File: src/rtl/tk_guard_pkg.sv
package tk_guard_pkg;

  localparam int unsigned TK_ADDR_W  = 19;
  localparam int unsigned TK_IDX_W   = 4;
  localparam int unsigned TK_RST_STG = 2;

  typedef struct packed {
    logic active;
    logic hit;
    logic ok;
  } tk_access_t;

endpackage

File: src/rtl/tk_rst_sync.sv
module tk_rst_sync #(
  parameter int unsigned STAGES = 2
) (
  input  logic clk,
  input  logic rst_n,
  output logic rst_n_sync
);

  logic [STAGES-1:0] chain_q;
  logic [STAGES-1:0] chain_d;

  always_comb begin
    chain_d = {chain_q[STAGES-2:0], 1'b1};
  end

  always_ff @(posedge clk or negedge rst_n) begin
    if (!rst_n) chain_q <= '0;
    else        chain_q <= chain_d;
  end

  assign rst_n_sync = chain_q[STAGES-1];

endmodule

File: src/rtl/tk_addr_decode.sv
module tk_addr_decode #(
  parameter int unsigned ADDR_W = 19,
  parameter int unsigned IDX_W  = 4
) (
  input  logic [ADDR_W-1:0] addr,
  output logic              win_hit,
  output logic [IDX_W-1:0]  win_idx
);

  localparam int unsigned TAG_W = ADDR_W - IDX_W;

  logic [TAG_W-1:0] tag;

  always_comb begin
    tag     = addr[ADDR_W-1:IDX_W];
    win_hit = &tag;
    win_idx = addr[IDX_W-1:0];
  end

endmodule

File: src/rtl/tk_cycle_track.sv
module tk_cycle_track (
  input  logic clk,
  input  logic rst_n,
  input  logic bus_ce_n,
  input  logic supply_bad,
  output logic in_cycle,
  output logic wr_ok
);

  logic in_cycle_q, in_cycle_d;
  logic perm_q, perm_d;
  logic perm_en;
  logic cyc_start;

  always_comb begin
    cyc_start  = !bus_ce_n && !in_cycle_q;
    in_cycle_d = !bus_ce_n;
    perm_en    = cyc_start;
    perm_d     = !supply_bad;
  end

  always_ff @(posedge clk or negedge rst_n) begin
    if (!rst_n) begin
      in_cycle_q <= 1'b0;
      perm_q     <= 1'b0;
    end else begin
      in_cycle_q <= in_cycle_d;
      if (perm_en) perm_q <= perm_d;
    end
  end

  always_comb begin
    in_cycle = in_cycle_q;
    wr_ok    = in_cycle_q ? perm_q : !supply_bad;
  end


  start_blocked_chk: assert property (@(posedge clk) disable iff (!rst_n)
    (in_cycle_q && !$past(in_cycle_q) && $past(supply_bad)) |-> !perm_q);


  perm_hold_chk: assert property (@(posedge clk) disable iff (!rst_n)
    (in_cycle_q && $past(in_cycle_q)) |-> $stable(perm_q));

endmodule

File: src/rtl/tk_guard.sv
module tk_guard
  import tk_guard_pkg::*;
#(
  parameter int unsigned ADDR_W  = TK_ADDR_W,
  parameter int unsigned IDX_W   = TK_IDX_W,
  parameter int unsigned RST_STG = TK_RST_STG
) (
  input  logic              clk,
  input  logic              rst_n,
  input  logic [ADDR_W-1:0] host_addr,
  input  logic              host_ce_n,
  input  logic              host_oe_n,
  input  logic              host_we_n,
  input  logic              pwr_fail,
  output logic              ram_ce_n,
  output logic              ram_oe_n,
  output logic              reg_sel,
  output logic              reg_we,
  output logic [IDX_W-1:0]  reg_idx
);

  logic       rst_n_s;
  logic       hit;
  logic [IDX_W-1:0] idx;
  logic       in_cycle;
  logic       wr_ok;
  tk_access_t acc;

  tk_rst_sync #(.STAGES(RST_STG)) u_rst (
    .clk        (clk),
    .rst_n      (rst_n),
    .rst_n_sync (rst_n_s)
  );

  tk_addr_decode #(.ADDR_W(ADDR_W), .IDX_W(IDX_W)) u_dec (
    .addr    (host_addr),
    .win_hit (hit),
    .win_idx (idx)
  );

  tk_cycle_track u_trk (
    .clk        (clk),
    .rst_n      (rst_n_s),
    .bus_ce_n   (host_ce_n),
    .supply_bad (pwr_fail),
    .in_cycle   (in_cycle),
    .wr_ok      (wr_ok)
  );

  always_comb begin
    acc.active = !host_ce_n && rst_n_s;
    acc.hit    = hit;
    acc.ok     = wr_ok;
    ram_ce_n   = host_ce_n || pwr_fail;
    ram_oe_n   = host_ce_n || host_oe_n || acc.hit || pwr_fail;
    reg_sel    = acc.active && acc.hit && acc.ok;
    reg_we     = reg_sel && !host_we_n;
    reg_idx    = idx;
  end


  oe_overlay_chk: assert property (@(posedge clk) disable iff (!rst_n_s)
    reg_sel |-> ram_oe_n);


  pf_deselect_chk: assert property (@(posedge clk) disable iff (!rst_n_s)
    pwr_fail |-> (ram_ce_n && ram_oe_n));


  we_needs_sel_chk: assert property (@(posedge clk) disable iff (!rst_n_s)
    reg_we |-> (reg_sel && !host_we_n));


  sel_in_cycle_chk: assert property (@(posedge clk) disable iff (!rst_n_s)
    reg_sel |-> (!host_ce_n && !ram_ce_n || pwr_fail));


  sel_kept_chk: assert property (@(posedge clk) disable iff (!rst_n_s)
    (in_cycle && $past(in_cycle) && $past(reg_sel) && !host_ce_n
     && $stable(host_addr)) |-> reg_sel);

endmodule

File: config.mk
export PLATFORM = sky130hd
export DESIGN_NAME = tk_guard
export DESIGN_NICKNAME = d
export VERILOG_FILES = /design/src/rtl/tk_guard_pkg.sv /design/src/rtl/tk_rst_sync.sv /design/src/rtl/tk_addr_decode.sv /design/src/rtl/tk_cycle_track.sv /design/src/rtl/tk_guard.sv
export SDC_FILE = /design/constraint.sdc
export NUM_CORES = 1
export LEC_CHECK = 0
export ABC_AREA = 1
export ABC_CLOCK_PERIOD_IN_PS = 1100
export BUFFER_PORTS_ARGS = -buffer_cell sky130_fd_sc_hd__buf_4
export CORE_AREA = 5 5 42 44
export CTS_CLUSTER_DIAMETER = 100
export DETAILED_ROUTE_END_ITERATION = 10
export DIE_AREA = 0 0 47 49
export PLACE_DENSITY_LB_ADDON = 0.15
export RECOVER_POWER = 25
export SYNTH_ARGS = -nofsm -noshare
export SYNTH_HDL_FRONTEND = slang
export SYNTH_SLANG_ARGS = --single-unit
File: constraint.sdc
create_clock -name clk -period 1.1 [get_ports clk]
set_clock_uncertainty 0.05 [all_clocks]
set_input_delay 0.22 -clock clk [delete_from_list [all_inputs] [get_ports clk]]
set_output_delay 0.22 -clock clk [all_outputs]
set_load 0.005 [all_outputs]
==> results of run 1 <==
==> worst reg2reg max path: stages (launching register included) <==
cell	delay, ns
dfrtp_1	0.38
buf_4	0.14
buf_4	0.12
buf_4	0.12
o21ai_1	0.10
o21ai_1	0.08
==> layout make-up <==
class / instances / area, sq um / share of cell area
Clock buffer: 3 / 22.5 / 0.0385
Timing Repair Buffer: 29 / 250 / 0.428
Inverter: 11 / 41.3 / 0.0707
Multi-Input combinational cell: 26 / 150 / 0.257
Tap cell: 16 / 20.0 / 0.0343
Sequential cell: 4 / 100 / 0.171
==> where the power goes <==
group / switching [W] / total, W / internal, W / leakage, nW
Sequential: 0.00000548 / 0.000164 / 0.000158 / 0.0473
Combinational: 0.0000464 / 0.000131 / 0.0000847 / 0.258
Clock: 0.0000607 / 0.000183 / 0.000122 / 0.0138
==> final timing paths <==
| kind | cells after the start | to | slack (ns) |
|---|---|---|---|
| max in group asynchronous | 2 | u_rst.chain_q[0]$_DFF_PN0_ | 0.65 |
| setup reg to reg | 5 | u_trk.perm_q$_DFFE_PN0P_ | -0.01 |
| hold / removal | 1 | u_trk.perm_q$_DFFE_PN0P_ | 0.08 |
| min in group clk | 2 | u_trk.in_cycle$_DFF_PN0_ | 0.14 |
| setup / recovery | 6 | reg_we | -0.27 |
| hold reg to reg | 1 | u_trk.perm_q$_DFFE_PN0P_ | 0.08 |
==> kinds of logic after synthesis <==
family / after synthesis / share of synthesized area
AO/OA/AOI/OAI: 2 / 0.0346
buffers and inverters: 15 / 0.247
flip-flops: 4 / 0.346
other: 1 / 0.0130
AND/OR/NAND/NOR: 23 / 0.359
==> stage by stage <==
step	cell area, sq um	utilization	instances	TNS [ns]	setup slack, ns
floorplan	289	-	45	0	0.0874
global placement	474	0.338	83	-0.0488	-0.0379
detailed placement	474	0.338	83	-0.0511	-0.0409
CTS	514	0.367	88	-0.551	-0.291
global route	584	0.417	89	-0.816	-0.384
finish	584	0.417	89	-0.516	-0.265
==> state kept, by name (all words and copies together) (netlist names) <==
| name | count |
|---|---|
| u_rst.chain_q | 2 |
| u_trk.perm_q | 1 |
| u_trk.in_cycle | 1 |
==> metal layers <==
layer / track usage / wire, microns
met4: 0.0323 / 0
met3: 0.0517 / 77
met1: 0.0800 / 279
met2: 0.0973 / 423
met5: 0 / 0
==> layout by cell type, fill, tap and decap left out <==
master / instances
buf_4: 18
buf_6: 9
clkbuf_1: 1
clkbuf_4: 3
conb_1: 1
dfrtp_1: 4
dlygate4sd3_1: 1
inv_1: 5
inv_2: 6
nand2_1: 6
nand2_2: 9
nand3_1: 1
nand3_2: 1
nor2_1: 2
nor2_2: 2
nor2_4: 2
o21ai_1: 2
==> repair_timing <==
item | 4_1_cts | 5_1_grt
hold endpoints to repair | 2 | 0
endpoints found under the setup margin | 2 | 4
hold buffers | 1 | 0
resized for setup | 0 | 28
setup buffers | 1 | 1
pin swaps | 0 | 13
==> flow_summary.ini, run 1 <==
[job]
maxCapViolations = 0

[die]
core_sq_um = 1400
fp.dieW_microns = 47
initial_core_util = 0.206
die_y_microns = 49
ios = 33
dieArea_sq_um = 2300
rows = 14

[global_route]
grt_pass1_vias = 302
grt_max_degree = 4
grt_pass1_wl_mm = 1.17
grt_overflow = 0
track_usage = 0.0707
antenna_found_initial = 0

[worst_setup_path]
cp-start-kind = flip-flop
crit_required_ns = 0.83
worst-path-buf-inv = 1
critPathKind = flip-flop to primary output
critPathMaxStageDelay_ns = 0.38
r2r_start = u_trk.in_cycle$_DFF_PN0_
cp_cell_sequence = nand2_1 > nand2_1 > nor2_2 > nand3_2 > nor2_2 > buf_4
path_delay_family = flip-flops
critPathSlowestCell = dfrtp_1
critPathLaunch = u_trk.in_cycle$_DFF_PN0_
critPathCaptureType = primary output
crit_fanout = 3
crit_arrival_ns = 1.10

[timing]
holdWs_ns = 0.0769
setup_slack_ns = -0.265
hold_viol = 0
slew_violations = 0
period_share = 1.24
timing.final.crit_period_ns = 1.37
setup_viol = 3
rsz0062_at_grt = true
fmax_mhz = 732

[clock_tree]
clock_latency_ns = 0.24
cts_buffers = 3
cts-root-buf = clkbuf_4
htreeDepth = 1
cts_tree = built
cts.sinks = 4
clkSlewWorstSetupHoldPaths_ns = 0.04
clock_path_buffers = 2

[route]
drt-pass1-iter-count = 1
routed_wirelength_microns = 779
ant_nets = 0
routedWlPerCell_microns = 8.75
drc = 0
vias_per_cell = 3.74
vias = 333
first_iter_violations = 0

[synth]
seq_area_frac_synth = 0.346
ys_ff_latch = 4
syn_area_per_cell_sq_um = 6.42
syn-num-nets = 70
async_flop_share = 1.00
synth_edf_count = 0
synth_top_area_frac = 0.346
yosys-top-cells-count = nand2_1, inv_1, buf_4, dfrtp_1, nor2_2
syn_inst = 45
netlist_area_sq_um = 289
synth_area_leaders = dfrtp_1, nand2_1, inv_1
synth_cell_types = 10
yosysWarnings = 0
synth_area_leader_cell = dfrtp_1
yosysMostFrequentCell = nand2_1
synthFlopType = dfrtp_1

[finish]
num_antenna_cells = 0
area_growth_pct = 102
num-fill-cells = 149
drive_above_1_share = 0.685
final_net_count = 100

[placed_design]
io_buffers = 24
place_congestion = 0.616
dp_hpwl_microns = 631

[power_and_ir_drop]
p_leak_nw = 0.320
power_density_nw_per_um2 = 817
totalPowerFinal_w = 0.000478
ir_drop_v = 0.000648

[outcome]
status = complete, but fails checks
violations = negative setup slack

[min_path]
min_path_type = flip-flop to async pin
No activity file was read; power rests on OpenSTA's default activity.
==> inputs of run 2 (changes only) <==
--- a/config.mk
+++ b/config.mk
@@ -12,7 +12,7 @@
 export CTS_CLUSTER_DIAMETER = 100
 export DETAILED_ROUTE_END_ITERATION = 10
 export DIE_AREA = 0 0 47 49
-export PLACE_DENSITY_LB_ADDON = 0.15
+export PLACE_DENSITY = 0.54
 export RECOVER_POWER = 25
 export SYNTH_ARGS = -nofsm -noshare
 export SYNTH_HDL_FRONTEND = slang
==> run 2 against run 1 <==
  * The flow still finishes with violations (negative setup slack)
  * Utilization decreased by 6.2 points
  * Wire length is 15% lower
  * Sequential cell count stayed put
  * Combinational power shrank 25%
  * Setup slack got worse by 0.011 ns
  * Critical path type unchanged
  * Largest power group unchanged
  * Highest routed layer is now met4
==> flow_summary.ini, run 2 (synthesis results as in run 1) <==
[finish]
final_net_count = 97
largest_reg_flops = 2
drive_above_1_share = 0.471
num_antenna_cells = 0
num-fill-cells = 148
area_growth_pct = 72.3
top_register = u_rst.chain_q
layout_common_cells = buf_4, nand2_1, inv_1, nor2_2, dfrtp_1
fin_area_sq_um = 498
layout_commonest_cell = buf_4
instances_no_fill = 86

[placed_design]
placedCellCount = 82
io_buffers = 24
placed_area_sq_um = 467
place_congestion = 0.669
dp_slack_ns = -0.0450

[clock_tree]
clock_latency_ns = 0.23
clock_path_buffers = 2
cts_tree = built
cts-root-buf = clkbuf_4
post_cts_buffers = 0
clkSlewWorstSetupHoldPaths_ns = 0.04
htreeDepth = 1
cts.sinks = 4
cts_buffers = 3

[power_and_ir_drop]
pwr-share-seq = 0.375
pwr-share-comb = 0.225
p_leak_nw = 0.300
swShare = 0.211
p_int_w = 0.000343
p_switching_w = 0.0000919
totalPowerFinal_w = 0.000435
ir_drop_v = 0.000694
clkPwrFrac = 0.400
power_density_nw_per_um2 = 874

[route]
first_iter_violations = 2
routedWlPerCell_microns = 7.74
drt-pass1-iter-count = 4
ant_nets = 0
vias = 319
routed_wirelength_microns = 666
vias_per_cell = 3.71
drc = 0

[die]
fp.dieW_microns = 47
ios = 33
initial_core_util = 0.206
die_y_microns = 49
dieArea_sq_um = 2300
core_sq_um = 1400
rows = 14

[timing]
setup_slack_ns = -0.276
holdWs_ns = 0.0772
fmax_mhz = 727
hold_viol = 0
period_share = 1.25
rsz0062_at_grt = true
slew_violations = 0
timing.final.crit_period_ns = 1.38
setup_viol = 2

[global_route]
grt_pass1_wl_microns = 972
antenna_found_initial = 0
grt_overflow = 0
grt_pass1_vias = 284
track_usage = 0.0587
grt_max_degree = 5

[worst_setup_path]
worst-path-buf-inv = 1
crit_required_ns = 0.83
critPathCaptureType = primary output
crit_fanout = 4
critPathKind = flip-flop to primary output
cp-start-kind = flip-flop
crit_arrival_ns = 1.11
critPathMaxStageDelay_ns = 0.38
critPathSlowestCell = dfrtp_1
path_delay_family = simple AND/OR/NAND/NOR gates
cp_cell_sequence = nand2_1 > nand2_1 > nor2_2 > nand3_2 > nor2_2 > buf_4

[job]
maxCapViolations = 0

[outcome]
violations = negative setup slack
status = complete, but fails checks

[min_path]
min_path_type = flip-flop to async pin
[run 2: per-stage QoR]
| stage | utilization | setup TNS (ns) |
|---|---|---|
| after floorplan | - | 0 |
| after global placement | 0.333 | -0.0337 |
| after detailed placement | 0.333 | -0.0616 |
| after CTS | 0.356 | -0.570 |
| after global routing | 0.355 | -0.761 |
| final | 0.355 | -0.522 |
[run 2: per-layer routing]
metal / vias to the layer above / part of all wire / GRT usage
met5: - / 0 / 0
met4: 0 / 0.0030 / 0.0184
li1: 173 / - / -
met1: 129 / 0.38 / 0.0646
met3: 2 / 0.15 / 0.0443
met2: 15 / 0.47 / 0.0860
[run 2: layout make-up]
cell class | count | area [sq um] | share of cell area
multi-input combinational | 26 | 120 | 0.241
clock buffer | 3 | 22.5 | 0.0452
sequential | 4 | 100 | 0.201
timing repair buffer | 26 | 194 | 0.389
inverter | 11 | 41.3 | 0.0829
tap | 16 | 20.0 | 0.0402
[run 2: final timing paths]
kind	to	start	cells after the start	slack, ns
worst max-delay path	reg_we	u_trk.in_cycle$_DFF_PN0_	6	-0.28
worst min-delay path	u_trk.in_cycle$_DFF_PN0_	u_rst.chain_q[1]$_DFF_PN0_	1	0.08
worst max register to register	u_trk.perm_q$_DFFE_PN0P_	u_trk.in_cycle$_DFF_PN0_	2	0.27
worst min register to register	u_trk.in_cycle$_DFF_PN0_	u_rst.chain_q[1]$_DFF_PN0_	1	0.08
max in group asynchronous	u_rst.chain_q[1]$_DFF_PN0_	rst_n	2	0.65
min in group clk	u_trk.in_cycle$_DFF_PN0_	host_ce_n	2	0.12
[run 2: power by group through the flow]
stage               Sequential, W  Clock [W]  Combinational (W)
finish                   0.000163   0.000174          0.0000979
global route             0.000165   0.000199           0.000109
CTS                      0.000163   0.000186           0.000100
detailed placement       0.000165          0          0.0000970
global placement         0.000164          0          0.0000953
floorplan                0.000165          0          0.0000402
[run 2: what timing repair did]
action                                 CTS  global route
hold buffers                             1             0
endpoints found under the hold margin    2             0
resized for setup                        0             1
gates cloned                             0             0
pin swaps                                0             1
setup endpoints to repair                2             3
==> inputs of run 3 (changes only) <==
--- a/config.mk
+++ b/config.mk
@@ -9,6 +9,7 @@
 export ABC_CLOCK_PERIOD_IN_PS = 1100
 export BUFFER_PORTS_ARGS = -buffer_cell sky130_fd_sc_hd__buf_4
 export CORE_AREA = 5 5 42 44
+export CTS_BUF_LIST = sky130_fd_sc_hd__clkbuf_16
 export CTS_CLUSTER_DIAMETER = 100
 export DETAILED_ROUTE_END_ITERATION = 10
 export DIE_AREA = 0 0 47 49
==> run 3 against run 2 <==
  * The run still ends with negative setup slack left
  * Maximum frequency increased by 0.72%
  * First-iteration DRC count unchanged
  * Utilization increased by 3.8 points
  * Critical path depth unchanged
  * Count of clock-buffer cells in the layout unchanged
  * Cell area increased by 11%
  * Clock power increased to 3.2 times the previous value
  * Combinational power about the same
  * Cell count unchanged
  * Die area unchanged
  * Via count increased by 1.9%
  * Sequential cell count unchanged
  * Critical endpoint unchanged
  * Highest routed layer unchanged
==> flow_summary.ini, run 3 (synthesis results as in run 1) <==
[outcome]
status = complete, but fails checks
violations = negative setup slack

[timing]
finalSetupTns_ns = -0.503
rsz0062_at_grt = true
hold_viol = 0
holdWs_ns = 0.0777
setup_slack_ns = -0.266
slew_violations = 0
fmax_mhz = 732
period_share = 1.24
setup_viol = 2
timing.final.crit_period_ns = 1.37

[worst_setup_path]
crit_fanout = 4
cp-start-kind = flip-flop
critPathCaptureType = primary output
worstRegToRegCells = 2
r2r_start = u_trk.in_cycle$_DFF_PN0_
critPathLaunch = u_trk.in_cycle$_DFF_PN0_
crit_required_ns = 0.83
reg2reg_slack_ns = 0.27
r2r_end = u_trk.perm_q$_DFFE_PN0P_
critPathKind = flip-flop to primary output
crit_arrival_ns = 1.10

[finish]
finish.utilization = 0.393
largest_reg_flops = 2
final_net_count = 97
layout.area.seq_sq_um = 100
top_register = u_rst.chain_q
multiInputGateArea_sq_um = 120
num-fill-cells = 147
drive_above_1_share = 0.471
area_growth_pct = 90.5
layout_commonest_cell = buf_4
num_antenna_cells = 0
layout_common_cells = buf_4, nand2_1, inv_1, nor2_2, dfrtp_1

[clock_tree]
cts_tree = built
cts-root-buf = clkbuf_16
clkSlewWorstSetupHoldPaths_ns = 0.03
clock_latency_ns = 0.22
clock_path_buffers = 2
htreeDepth = 1
cts.sinks = 4
cts_buffers = 3

[placed_design]
io_buffers = 24
place_congestion = 0.669

[route]
drc = 0
dr_wl_met3_microns = 106
vias = 325
routed_wirelength_microns = 706
top_layer = met4
vias_per_cell = 3.78
met1_length_microns = 249
wl_met2_microns = 336
drt-pass1-iter-count = 4
routedWlPerCell_microns = 8.21
first_iter_violations = 2
ant_nets = 0

[power_and_ir_drop]
ir_drop_v = 0.000968
p_leak_nw = 0.323
power_density_nw_per_um2 = 1480
totalPowerFinal_w = 0.000817

[die]
core_sq_um = 1400
initial_core_util = 0.206
ios = 33
rows = 14
die_y_microns = 49
dieArea_sq_um = 2300
fp.dieW_microns = 47

[job]
maxCapViolations = 0

[global_route]
grt_pass1_wl_mm = 1.04
grt_pass1_vias = 286
grt_overflow = 0
antenna_found_initial = 0
track_usage = 0.0658
grt_max_degree = 5

[min_path]
min_path_type = flip-flop to async pin
-- run 3: cell counts in the layout (fill, tap and decap cells not counted) --
No cell type changed its count.
-- run 3: routing by layer --
layer	vias to the layer above	global-route usage
met4	0	0.0461
met2	15	0.0928
li1	173	-
met3	4	0.0480
met5	-	0
met1	133	0.0646
-- run 3: per-stage QoR --
step / instances / area [sq um] / setup WS, ns
5_1_grt: 86 / 551 / -0.371
4_1_cts: 86 / 552 / -0.284
2_1_floorplan: 45 / 289 / 0.0874
3_5_place_dp: 82 / 467 / -0.0450
6_report: 86 / 551 / -0.266
3_3_place_gp: 82 / 467 / -0.0307
-- run 3: what timing repair did --
| action | in CTS | in global routing |
|---|---|---|
| gates resized for setup | 0 | 1 |
| hold endpoints to repair | 2 | 0 |
| buffers inserted | 0 | 0 |
| hold buffers | 1 | 0 |
| pin swaps | 0 | 1 |
| setup endpoints to repair | 2 | 3 |
-- run 3: layout make-up --
class | count | area share
flip-flops and latches | 4 | 0.182
multi-input cells | 26 | 0.218
well taps | 16 | 0.0364
repair buffers | 26 | 0.352
inverters | 11 | 0.0750
clock buffers | 3 | 0.136
-- run 3: worst max-delay path by stage --
stage              to  slack, ns
5_1_grt        reg_we      -0.37
6_report       reg_we      -0.27
2_1_floorplan  reg_we       0.09
3_3_place_gp   reg_we      -0.03
4_1_cts        reg_we      -0.28
3_5_place_dp   reg_we      -0.05
-- run 3: worst max-delay path, stage by stage, from the launching register on --
cell and delay [ns]:
dfrtp_1 0.38, nand2_1 0.08, nand2_1 0.06, nor2_2 0.09, nand3_2 0.09, nor2_2 0.08, buf_4 0.11
-- run 3: where the power goes --
group,switching [W],total (W),internal (W)
combinational,0.0000346,0.0000980,0.0000635
clock,0.0000923,0.000556,0.000463
sequential,0.00000480,0.000163,0.000159
